===== config.mk =====
export PLATFORM = sky130hd
export DESIGN_NAME = cs_term_ctrl
export DESIGN_NICKNAME = d
export VERILOG_FILES = /design/src/rtl/cstc_pkg.sv /design/src/rtl/cstc_region_match.sv /design/src/rtl/cstc_wait_timer.sv /design/src/rtl/cstc_term_fsm.sv /design/src/rtl/cs_term_ctrl.sv
export SDC_FILE = /design/constraint.sdc
export NUM_CORES = 1
export LEC_CHECK = 0
export BUFFER_PORTS_ARGS = -buffer_cell sky130_fd_sc_hd__clkbuf_2
export CAP_MARGIN = 20
export CORE_ASPECT_RATIO = 0.5
export CORE_UTILIZATION = 25
export DETAILED_ROUTE_END_ITERATION = 10
export RECOVER_POWER = 25
export SLEW_MARGIN = 20
export SYNTH_ARGS = -nofsm -noshare
export SYNTH_HDL_FRONTEND = slang
export SYNTH_HIERARCHICAL = 1
export SYNTH_SLANG_ARGS = --single-unit

===== constraint.sdc =====
create_clock -name clk -period 2.8 [get_ports clk]
set_clock_uncertainty 0.2 [all_clocks]
set_input_delay 0.28 -clock clk [delete_from_list [all_inputs] [get_ports clk]]
set_output_delay 0.28 -clock clk [all_outputs]
set_load 0.03 [all_outputs]

===== src/rtl/cstc_pkg.sv =====
package cstc_pkg;

    localparam logic [3:0] ACKM_FAST = 4'b1110;
    localparam logic [3:0] ACKM_EXT  = 4'b1111;
    localparam logic [2:0] FC_CPU    = 3'b111;

    localparam logic [1:0] RWQ_READ  = 2'b01;
    localparam logic [1:0] RWQ_WRITE = 2'b10;

    localparam logic [3:0] CPUT_BKPT = 4'h0;
    localparam logic [3:0] CPUT_STOP = 4'h3;
    localparam logic [3:0] CPUT_IACK = 4'hF;

    typedef enum logic [2:0] {
        ST_IDLE  = 3'd0,
        ST_START = 3'd1,
        ST_WAIT  = 3'd2,
        ST_IACK  = 3'd3,
        ST_XACK  = 3'd4
    } term_state_t;

    function automatic logic [2:0] phase_of(input term_state_t s);
        logic [2:0] p;
        unique case (s)
            ST_IDLE:  p = 3'd0;
            ST_START: p = 3'd2;
            ST_WAIT:  p = 3'd4;
            ST_IACK,
            ST_XACK:  p = 3'd5;
            default:  p = 3'd0;
        endcase
        return p;
    endfunction

endpackage


===== src/rtl/cstc_region_match.sv =====
module cstc_region_match
    import cstc_pkg::*;
#(
    parameter int ADDR_W = 24,
    parameter int SZ_W   = 5
) (
    input  logic [ADDR_W-1:0] addr,
    input  logic [2:0]        fc,
    input  logic              rw,
    input  logic [ADDR_W-1:0] base,
    input  logic [SZ_W-1:0]   size_log,
    input  logic [1:0]        rw_qual,
    input  logic              cpu_en,
    input  logic [3:0]        cpu_type,
    output logic              hit
);
    logic [ADDR_W-1:0] bit_ok;
    logic              in_window;
    logic              rw_ok;
    logic              cpu_space;
    logic              cpu_ok;

    // one comparator per address bit, masked below the window size
    for (genvar i = 0; i < ADDR_W; i++) begin : g_bit
        assign bit_ok[i] = (SZ_W'(i) < size_log) || (addr[i] == base[i]);
    end

    always_comb begin
        in_window = &bit_ok;
        cpu_space = (fc == FC_CPU);
        cpu_ok    = cpu_en && (addr[19:16] == cpu_type);
        unique case (rw_qual)
            RWQ_READ:  rw_ok = rw;
            RWQ_WRITE: rw_ok = !rw;
            default:   rw_ok = 1'b1;
        endcase
        hit = rw_ok && (cpu_space ? cpu_ok : in_window);
    end

endmodule


===== src/rtl/cstc_wait_timer.sv =====
module cstc_wait_timer #(
    parameter int CNT_W = 4
) (
    input  logic             clk,
    input  logic             rst_n,
    input  logic             clr,
    input  logic             load,
    input  logic [CNT_W-1:0] load_val,
    input  logic             dec,
    output logic             zero
);
    logic [CNT_W-1:0] cnt_q;

    always_ff @(posedge clk or negedge rst_n) begin
        if (!rst_n) begin
            cnt_q <= '0;
        end else if (clr) begin
            cnt_q <= '0;
        end else if (load) begin
            cnt_q <= load_val;
        end else if (dec && (cnt_q != '0)) begin
            cnt_q <= cnt_q - 1'b1;
        end
    end

    assign zero = (cnt_q == '0);

endmodule


===== src/rtl/cstc_term_fsm.sv =====
module cstc_term_fsm
    import cstc_pkg::*;
(
    input  logic        clk,
    input  logic        rst_n,
    input  logic        as_n,
    input  logic        hit,
    input  logic [3:0]  ack_mode,
    input  logic [1:0]  ext_ack_n,
    input  logic        cnt_zero,
    output logic        cnt_clr,
    output logic        cnt_load,
    output logic        cnt_dec,
    output logic        region_sel,
    output logic        iack,
    output logic        done,
    output logic [2:0]  phase
);
    term_state_t state_q, state_d;
    logic        hit_q;
    logic        ext_seen;
    logic        counted;

    assign ext_seen = (ext_ack_n != 2'b11);
    assign counted  = (ack_mode != ACKM_FAST) && (ack_mode != ACKM_EXT);

    // next state
    always_comb begin
        state_d  = state_q;
        cnt_clr  = 1'b0;
        cnt_load = 1'b0;
        cnt_dec  = 1'b0;
        unique case (state_q)
            ST_IDLE: begin
                cnt_clr = 1'b1;
                if (!as_n) state_d = ST_START;
            end
            ST_START: begin
                if (as_n) begin
                    state_d = ST_IDLE;
                end else if (hit_q && (ack_mode == ACKM_FAST)) begin
                    state_d = ST_IACK;
                end else begin
                    state_d  = ST_WAIT;
                    cnt_load = 1'b1;
                end
            end
            ST_WAIT: begin
                if (as_n) begin
                    state_d = ST_IDLE;
                end else if (ext_seen) begin
                    state_d = ST_XACK;
                end else if (hit_q && counted && cnt_zero) begin
                    state_d = ST_IACK;
                end else begin
                    cnt_dec = 1'b1;
                end
            end
            ST_IACK,
            ST_XACK: begin
                if (as_n) state_d = ST_IDLE;
            end
            default: state_d = ST_IDLE;
        endcase
    end

    // state register
    always_ff @(posedge clk or negedge rst_n) begin
        if (!rst_n) begin
            state_q <= ST_IDLE;
            hit_q   <= 1'b0;
        end else begin
            state_q <= state_d;
            if (state_q == ST_IDLE) hit_q <= !as_n && hit;
            else if (state_d == ST_IDLE) hit_q <= 1'b0;
        end
    end

    // outputs
    always_comb begin
        region_sel = (state_q != ST_IDLE) && hit_q;
        iack       = (state_q == ST_IACK);
        done       = (state_q == ST_IACK) || (state_q == ST_XACK);
        phase      = phase_of(state_q);
    end

    assert_as_clear_R10: assert property (@(posedge clk) disable iff (!rst_n)
        as_n |=> (state_q == ST_IDLE));
    assert_fast_ack_R5: assert property (@(posedge clk) disable iff (!rst_n)
        (state_q == ST_START && !as_n && hit_q && ack_mode == ACKM_FAST) |=> (state_q == ST_IACK));
    assert_ext_only_R7: assert property (@(posedge clk) disable iff (!rst_n)
        (state_q == ST_WAIT && ack_mode == ACKM_EXT) |=> (state_q != ST_IACK));
    assert_ext_ends_R8: assert property (@(posedge clk) disable iff (!rst_n)
        (state_q == ST_WAIT && !as_n && ext_seen) |=> (state_q == ST_XACK));
    assert_iack_hit_R6: assert property (@(posedge clk) disable iff (!rst_n)
        (state_q == ST_IACK) |-> hit_q);

endmodule


===== src/rtl/cs_term_ctrl.sv =====
module cs_term_ctrl
    import cstc_pkg::*;
#(
    parameter int ADDR_W = 24,
    parameter int SZ_W   = 5,
    parameter int CNT_W  = 4
) (
    input  logic              clk,
    input  logic              rst_n,
    input  logic [ADDR_W-1:0] addr,
    input  logic [1:0]        siz,
    input  logic [2:0]        fc,
    input  logic              as_n,
    input  logic              ds_n,
    input  logic              rw,
    input  logic [1:0]        ext_ack_n,
    input  logic [ADDR_W-1:0] opt_base,
    input  logic [SZ_W-1:0]   opt_size_log,
    input  logic [1:0]        opt_rw,
    input  logic              opt_strb_ds,
    input  logic [CNT_W-1:0]  opt_ack_mode,
    input  logic              opt_cpu_en,
    input  logic [3:0]        opt_cpu_type,
    output logic              cs_n,
    output logic [1:0]        int_ack_n,
    output logic              cycle_done,
    output logic [2:0]        bus_phase
);
    logic hit, cnt_zero, cnt_clr, cnt_load, cnt_dec;
    logic region_sel, iack;
    logic siz_unused;

    assign siz_unused = ^siz;

    cstc_region_match #(.ADDR_W(ADDR_W), .SZ_W(SZ_W)) u_match (
        .addr(addr), .fc(fc), .rw(rw), .base(opt_base), .size_log(opt_size_log),
        .rw_qual(opt_rw), .cpu_en(opt_cpu_en), .cpu_type(opt_cpu_type), .hit(hit)
    );

    cstc_wait_timer #(.CNT_W(CNT_W)) u_timer (
        .clk(clk), .rst_n(rst_n), .clr(cnt_clr), .load(cnt_load),
        .load_val(opt_ack_mode), .dec(cnt_dec), .zero(cnt_zero)
    );

    cstc_term_fsm u_fsm (
        .clk(clk), .rst_n(rst_n), .as_n(as_n), .hit(hit), .ack_mode(opt_ack_mode),
        .ext_ack_n(ext_ack_n), .cnt_zero(cnt_zero), .cnt_clr(cnt_clr),
        .cnt_load(cnt_load), .cnt_dec(cnt_dec), .region_sel(region_sel),
        .iack(iack), .done(cycle_done), .phase(bus_phase)
    );

    // strobe gating: the data-strobe choice keys the select from ds_n
    always_comb begin
        cs_n      = !(region_sel && (!opt_strb_ds || !ds_n));
        int_ack_n = iack ? 2'b00 : 2'b11;
    end

    assert_ack_done_R12: assert property (@(posedge clk) disable iff (!rst_n)
        (int_ack_n != 2'b11) |-> cycle_done);
    assert_done_start_R12: assert property (@(posedge clk) disable iff (!rst_n)
        $rose(cycle_done) |-> $past(!as_n));
    assert_cpu_gate_R4: assert property (@(posedge clk) disable iff (!rst_n)
        (fc == FC_CPU && !opt_cpu_en && !as_n && bus_phase == 3'd0) |=> cs_n);
    assert_start_phase_R11: assert property (@(posedge clk) disable iff (!rst_n)
        (bus_phase == 3'd0 && !as_n) |=> (bus_phase == 3'd2));

endmodule


# Yosys cells after proc, flatten, opt, wreduce, memory -nomap -nowiden
# Cells that the tools add are included.
# word_totals
reg_bits	8
input_bits	77
output_inout_bits	7
word_cells	139
# op_classes
addsub	1
magnitude_cmp	24
eq_ne	36
n_mux	25
n_reduce_logical	50
# ops
operator	n
4-bit by 5-bit < comparator with 1-bit output (first input constant)	8
5-bit < comparator (first input constant)	8
1-bit logical OR	26
1-bit == test	24
24-bit AND reduction	1
3-bit by 5-bit < comparator with 1-bit output (first input constant)	4
3-bit 2-to-1 mux	6
1-bit 2-to-1 mux	12
4-bit 2-to-1 mux	3
3-bit one-hot mux with 4 select lines	1
1-bit logical AND	10
1-bit by 5-bit < comparator with 1-bit output (first input constant)	2
2-bit by 5-bit < comparator with 1-bit output (first input constant)	2
3-bit one-hot mux with 3 select lines	1
4-bit inequality test (second input constant)	2
3-bit by 2-bit == test with 1-bit output (second input constant)	2
3-bit == test (second input constant)	2
3-bit zero test	2
3-bit nonzero test	2
1-bit zero test	5
4-bit == test	1
4-bit == test (second input constant)	1
4-bit zero test	1
4-bit nonzero test	1
9 further kinds	9

# Longest topological paths before layout
# logic_depth
depth_word	12
ltp_mapped	9
ltp_nobuf	9

# Cells and area by module
# The synthesis kept the hierarchy.
# by_module_without_submodules
mod	instances	cells_per_inst	area_per_inst_um2	seq_area_each_um2
cstc_region_match	1	87	640.6	0.0
cstc_term_fsm	1	39	322.8	100.1
cstc_wait_timer	1	31	292.8	100.1
cs_term_ctrl	1	3	21.3	0.0

# Worst setup path before layout
# Ideal clock, no wire load.
# synth_timing
kind	flip-flop to flip-flop
startpoint	register u_timer.cnt_q[1]
endpoint	register u_timer.cnt_q[3]
arrival_time_ns	2.290
t_required_ns	2.437
slack_ns	0.147
stages_incl_launch_ff	10
period_less_slack_ns	2.653
path_cell_list	dfrtp_1 > inv_1 > ha_1 > or3b_1 > buf_2 > inv_1 > a311oi_1 > nor4b_1 > mux2i_1 > a211oi_1
# synth_via
elab_chain_cells	8
elab_cells_between_ends	13
classes_between	add/sub (1); mux (7); reduce/logical (5)
# synth_rtl
element	line_no	source
start, declared	cstc_wait_timer.sv:12	logic [CNT_W-1:0] cnt_q;
start signal, assigned	cstc_wait_timer.sv:20	cnt_q <= load_val;
start signal, assigned	cstc_wait_timer.sv:22	cnt_q <= cnt_q - 1'b1;
4-bit zero test	cstc_wait_timer.sv:26	assign zero = (cnt_q == '0);
via cnt_zero	cs_term_ctrl.sv:29	logic hit, cnt_zero, cnt_clr, cnt_load, cnt_dec;
1-bit logical AND	cstc_term_fsm.sv:53	end else if (hit_q && counted && cnt_zero) begin
1-bit 2-to-1 mux	cstc_term_fsm.sv:53	
1-bit 2-to-1 mux	cstc_term_fsm.sv:51	end else if (ext_seen) begin
1-bit 2-to-1 mux	cstc_term_fsm.sv:49	if (as_n) begin
1-bit 2-to-1 mux	cstc_term_fsm.sv:33	unique case (state_q)
via cnt_dec	cs_term_ctrl.sv:29	
1-bit logical AND	cstc_wait_timer.sv:21	end else if (dec && (cnt_q != '0)) begin
3-bit nonzero test (no line)	n/a	
# The timed path passes the listed nets, and every way through them passes these cells. The select of a mux whose other input is x is not followed.
# A chain may end at the register's enable or synchronous reset.

# Final worst setup path
# layout_timing
startpoint	register u_timer.cnt_q[0]
endpoint	register u_timer.cnt_q[3]
# The elaborated chain is that of the path after synthesis.

==> metrics.csv <==
stage,metric,value,unit
routing,post-DR vias/cell,4.69,
global_route,initial antenna violation count,0,
routing,TritonRoute pass-1 iters,4,
hold_path,worst min-delay path category,input port to register,
cells_and_area,fin cells,304,
sta,Rel. slew slack,0.696,
floorplan,chip height,52.5,um
sta,max-slew violation count,0,
critical_path,most numerous cell on the critical path,inv_1,
sta,final-report hold violation count,0,
synthesis,Post-synth EDFFs,0,
synthesis,area fraction of the dominant cell type after synthesis,0.157,
cts,clk slew on worst S/H paths,0.04,ns
cells_and_area,area grow syn2layout,37.5,%
cells_and_area,n_diodes,0,
sta,setup violators final,0,
floorplan,Site Rows,17,
critical_path,WP data arrival,2.36,ns
sta,period utilisation layout,0.862,
cts,hold_buf cts,1,
placement,GPL Wtd Cong,0.840,
global_route,GRT Total Usage,0.128,
cells_and_area,layout cells sized above 1,0.387,
critical_path,CP max stage delay,0.39,ns
sta,Slew @ Worst Pin,0.456,ns
power_and_ir_drop,VDD IR max,0.167,mV
critical_path,Top delay family on crit path,simple AND/OR/NAND/NOR gates,
sta,RSZ-0062 raised after global routing,false,
routing,vias,1426,
routing,DRC viols,0,
power_and_ir_drop,P_sw,0.234,mW
critical_path,Critical Setup Path Class,register to register,
cts,clk sinks,8,
placement,placed cells,300,
cts,# resized after CTS,0,
power_and_ir_drop,power per cell area,337,nW/um2
critical_path,CP Max Fanout,6,
power_and_ir_drop,Reg power frac,0.249,
sta,final setup TNS,0,ns
routing,Detailed Route WL,3250,um
hold_path,Min-Delay Startpoint,as_n,
synthesis,Most used DFF post-synth,dfrtp_1,
cts,H-tree lvl count,1,
critical_path,Buf/Inv on CP,2,
routing,Avg WL per Cell,10.7,um
cts,Setup Buffers After CTS,0,
synthesis,main area contributors after synthesis,"dfrtp_1, xor2_1, xnor2_1",
synthesis,Netlist cell types,50,
synthesis,mapped cell area,1280,um2
critical_path,Worst setup EP type,register,
critical_path,CP max-delay cell,nor4b_1,
cts,clock buffer depth,2,
job,Max-Cap Viols,0,
critical_path,CP Cell Sequence,inv_1 -> ha_1 -> or3b_1 -> inv_1 -> a311oi_1 -> nor4b_1 -> mux2i_1 -> a211oi_1,
synthesis,"FF+latch count, synth",8,
critical_path,Critical path origin,u_timer/cnt_q[0],
power_and_ir_drop,combinational share of power,0.505,
floorplan,die area,5420,um2
synthesis,syn_area_per_cell,7.98,um2
floorplan,Core ar.,4640,um2
synthesis,Post-Syn Instances,160,
power_and_ir_drop,static leakage,0.848,nW
sta,Peak Freq,0.414,GHz
global_route,first-pass GRT wire length,5440,um
cells_and_area,most frequent cells in the layout,"clkbuf_2, xor2_1, xnor2_1",
power_and_ir_drop,Final Total Pwr,0.592,mW
placement,dpl hpwl,2770,um
cells_and_area,"commonest non-fill, non-tap cell in the layout",clkbuf_2,
cts,"Clk Latency, worst-skew pair",0.23,ns
placement,DP Worst Slack,0.429,ns
power_and_ir_drop,Clock Power Share,0.245,
floorplan,initial core utilization,0.275,
synthesis,net count after synthesis,241,
cts,Inserted Clock Buffers,3,
critical_path,Startpoint Class,register,
cells_and_area,nets,321,
global_route,vias in the first global route,1299,
routing,DR iter-0 viols,33,
global_route,remaining global-route overflow,0,
critical_path,Reg2Reg Launch Point,u_timer/cnt_q[0],
cells_and_area,final core utilization,0.379,
cts,CTS tree,built,
global_route,pin count of the biggest net entering global routing,17,
outcome,status,"complete, no violations",
cts,clk root buf,clkbuf_8,
placement,# port buffers,81,
power_and_ir_drop,Net Sw Frac,0.395,
floorplan,Die X,103,um
power_and_ir_drop,P_int,0.359,mW
critical_path,Critical Path RT,2.74,ns
synthesis,"Warnings, synthesis",6,
synthesis,"Async S/R FF share, synth",1.00,
routing,DRT antenna net count,0,
floorplan,io pins,84,
synthesis,largest area contributor in the netlist,dfrtp_1,
synthesis,"Seq/Total Area, Yosys",0.157,
sta,setup slack after layout,0.385,ns
sta,min Tclk post-route,2.41,ns
cells_and_area,fillcell total,512,
## synthesized netlist by cell type (2+ instances only)
master,count
nor2b_1,2
xor2_1,16
nor4b_1,2
nor3_1,5
buf_2,2
xnor2_1,12
nand3_1,5
a211oi_1,2
a31oi_1,2
dfrtp_1,8
nor2_1,11
a21oi_1,9
buf_6,3
a311oi_1,2
buf_4,5
nand2_1,9
o211ai_1,5
a22o_1,2
o21ai_1,7
ha_1,4
mux2i_1,2
inv_1,11
or2_1,2
a21o_1,5
o21ai_0,2
## path summary, 6_finish.rpt
path	endpoint	slack, ns	depth (start not counted)
min reg2reg	u_timer/cnt_q[2]	0.42	2
max	u_timer/cnt_q[3]	0.39	8
min	u_fsm/state_q[2]	0.09	2
max reg2reg	u_timer/cnt_q[3]	0.39	8
min in group asynchronous	u_timer/cnt_q[3]	0.30	2
max in group asynchronous	u_fsm/state_q[2]	1.79	2
## power groups by stage
stage	logic, mW	registers, mW	clock network [mW]
after floorplan	0.210	0.139	0
after global routing	0.336	0.150	0.155
after global placement	0.296	0.148	0
final	0.299	0.148	0.145
after CTS	0.302	0.147	0.150
after detailed placement	0.300	0.148	0
## registers in the layout, indices dropped and copies added (netlist names)
name and flops:
u_timer/cnt_q 4, u_fsm/state_q 3, u_fsm/hit_q 1
## logic make-up (layout without fill, tap and decap cells)
| group | after synthesis | after routing | share of synthesized area |
|---|---|---|---|
| buffers and inverters | 21 | 99 | 0.0960 |
| and+or+nand+nor | 48 | 48 | 0.207 |
| muxes | 2 | 2 | 0.0157 |
| adders and majority gates | 4 | 4 | 0.0392 |
| xor gates and xnor gates | 28 | 28 | 0.192 |
| DFF | 8 | 8 | 0.157 |
| AOI/OAI and AO/OA | 49 | 49 | 0.294 |
## metal layers
layer / vias to the layer above / wire length, um / track usage
met5: - / 0 / 0
met4: 0 / 21 / 0.0493
met3: 2 / 138 / 0.00400
met2: 43 / 1610 / 0.229
met1: 648 / 1480 / 0.166
li1: 733 / - / -
## layout make-up
class                           instances  area [um2]  share of cell area
Multi-Input combinational cell        131         955               0.543
Timing Repair Buffer                   85         437               0.249
Sequential cell                         8         200               0.114
Tap cell                               66        82.6              0.0470
Clock buffer                            3        41.3              0.0235
Inverter                               11        41.3              0.0235
## through the flow
stage               instance area, um2  hold slack [ns]
global placement                  1710          -0.0609
CTS                               1760           0.0831
global route                      1760            0.106
finish                            1760           0.0923
floorplan                         1280           -0.216
detailed placement                1710          -0.0574
Note: power is estimated with default switching activity, not from simulation.
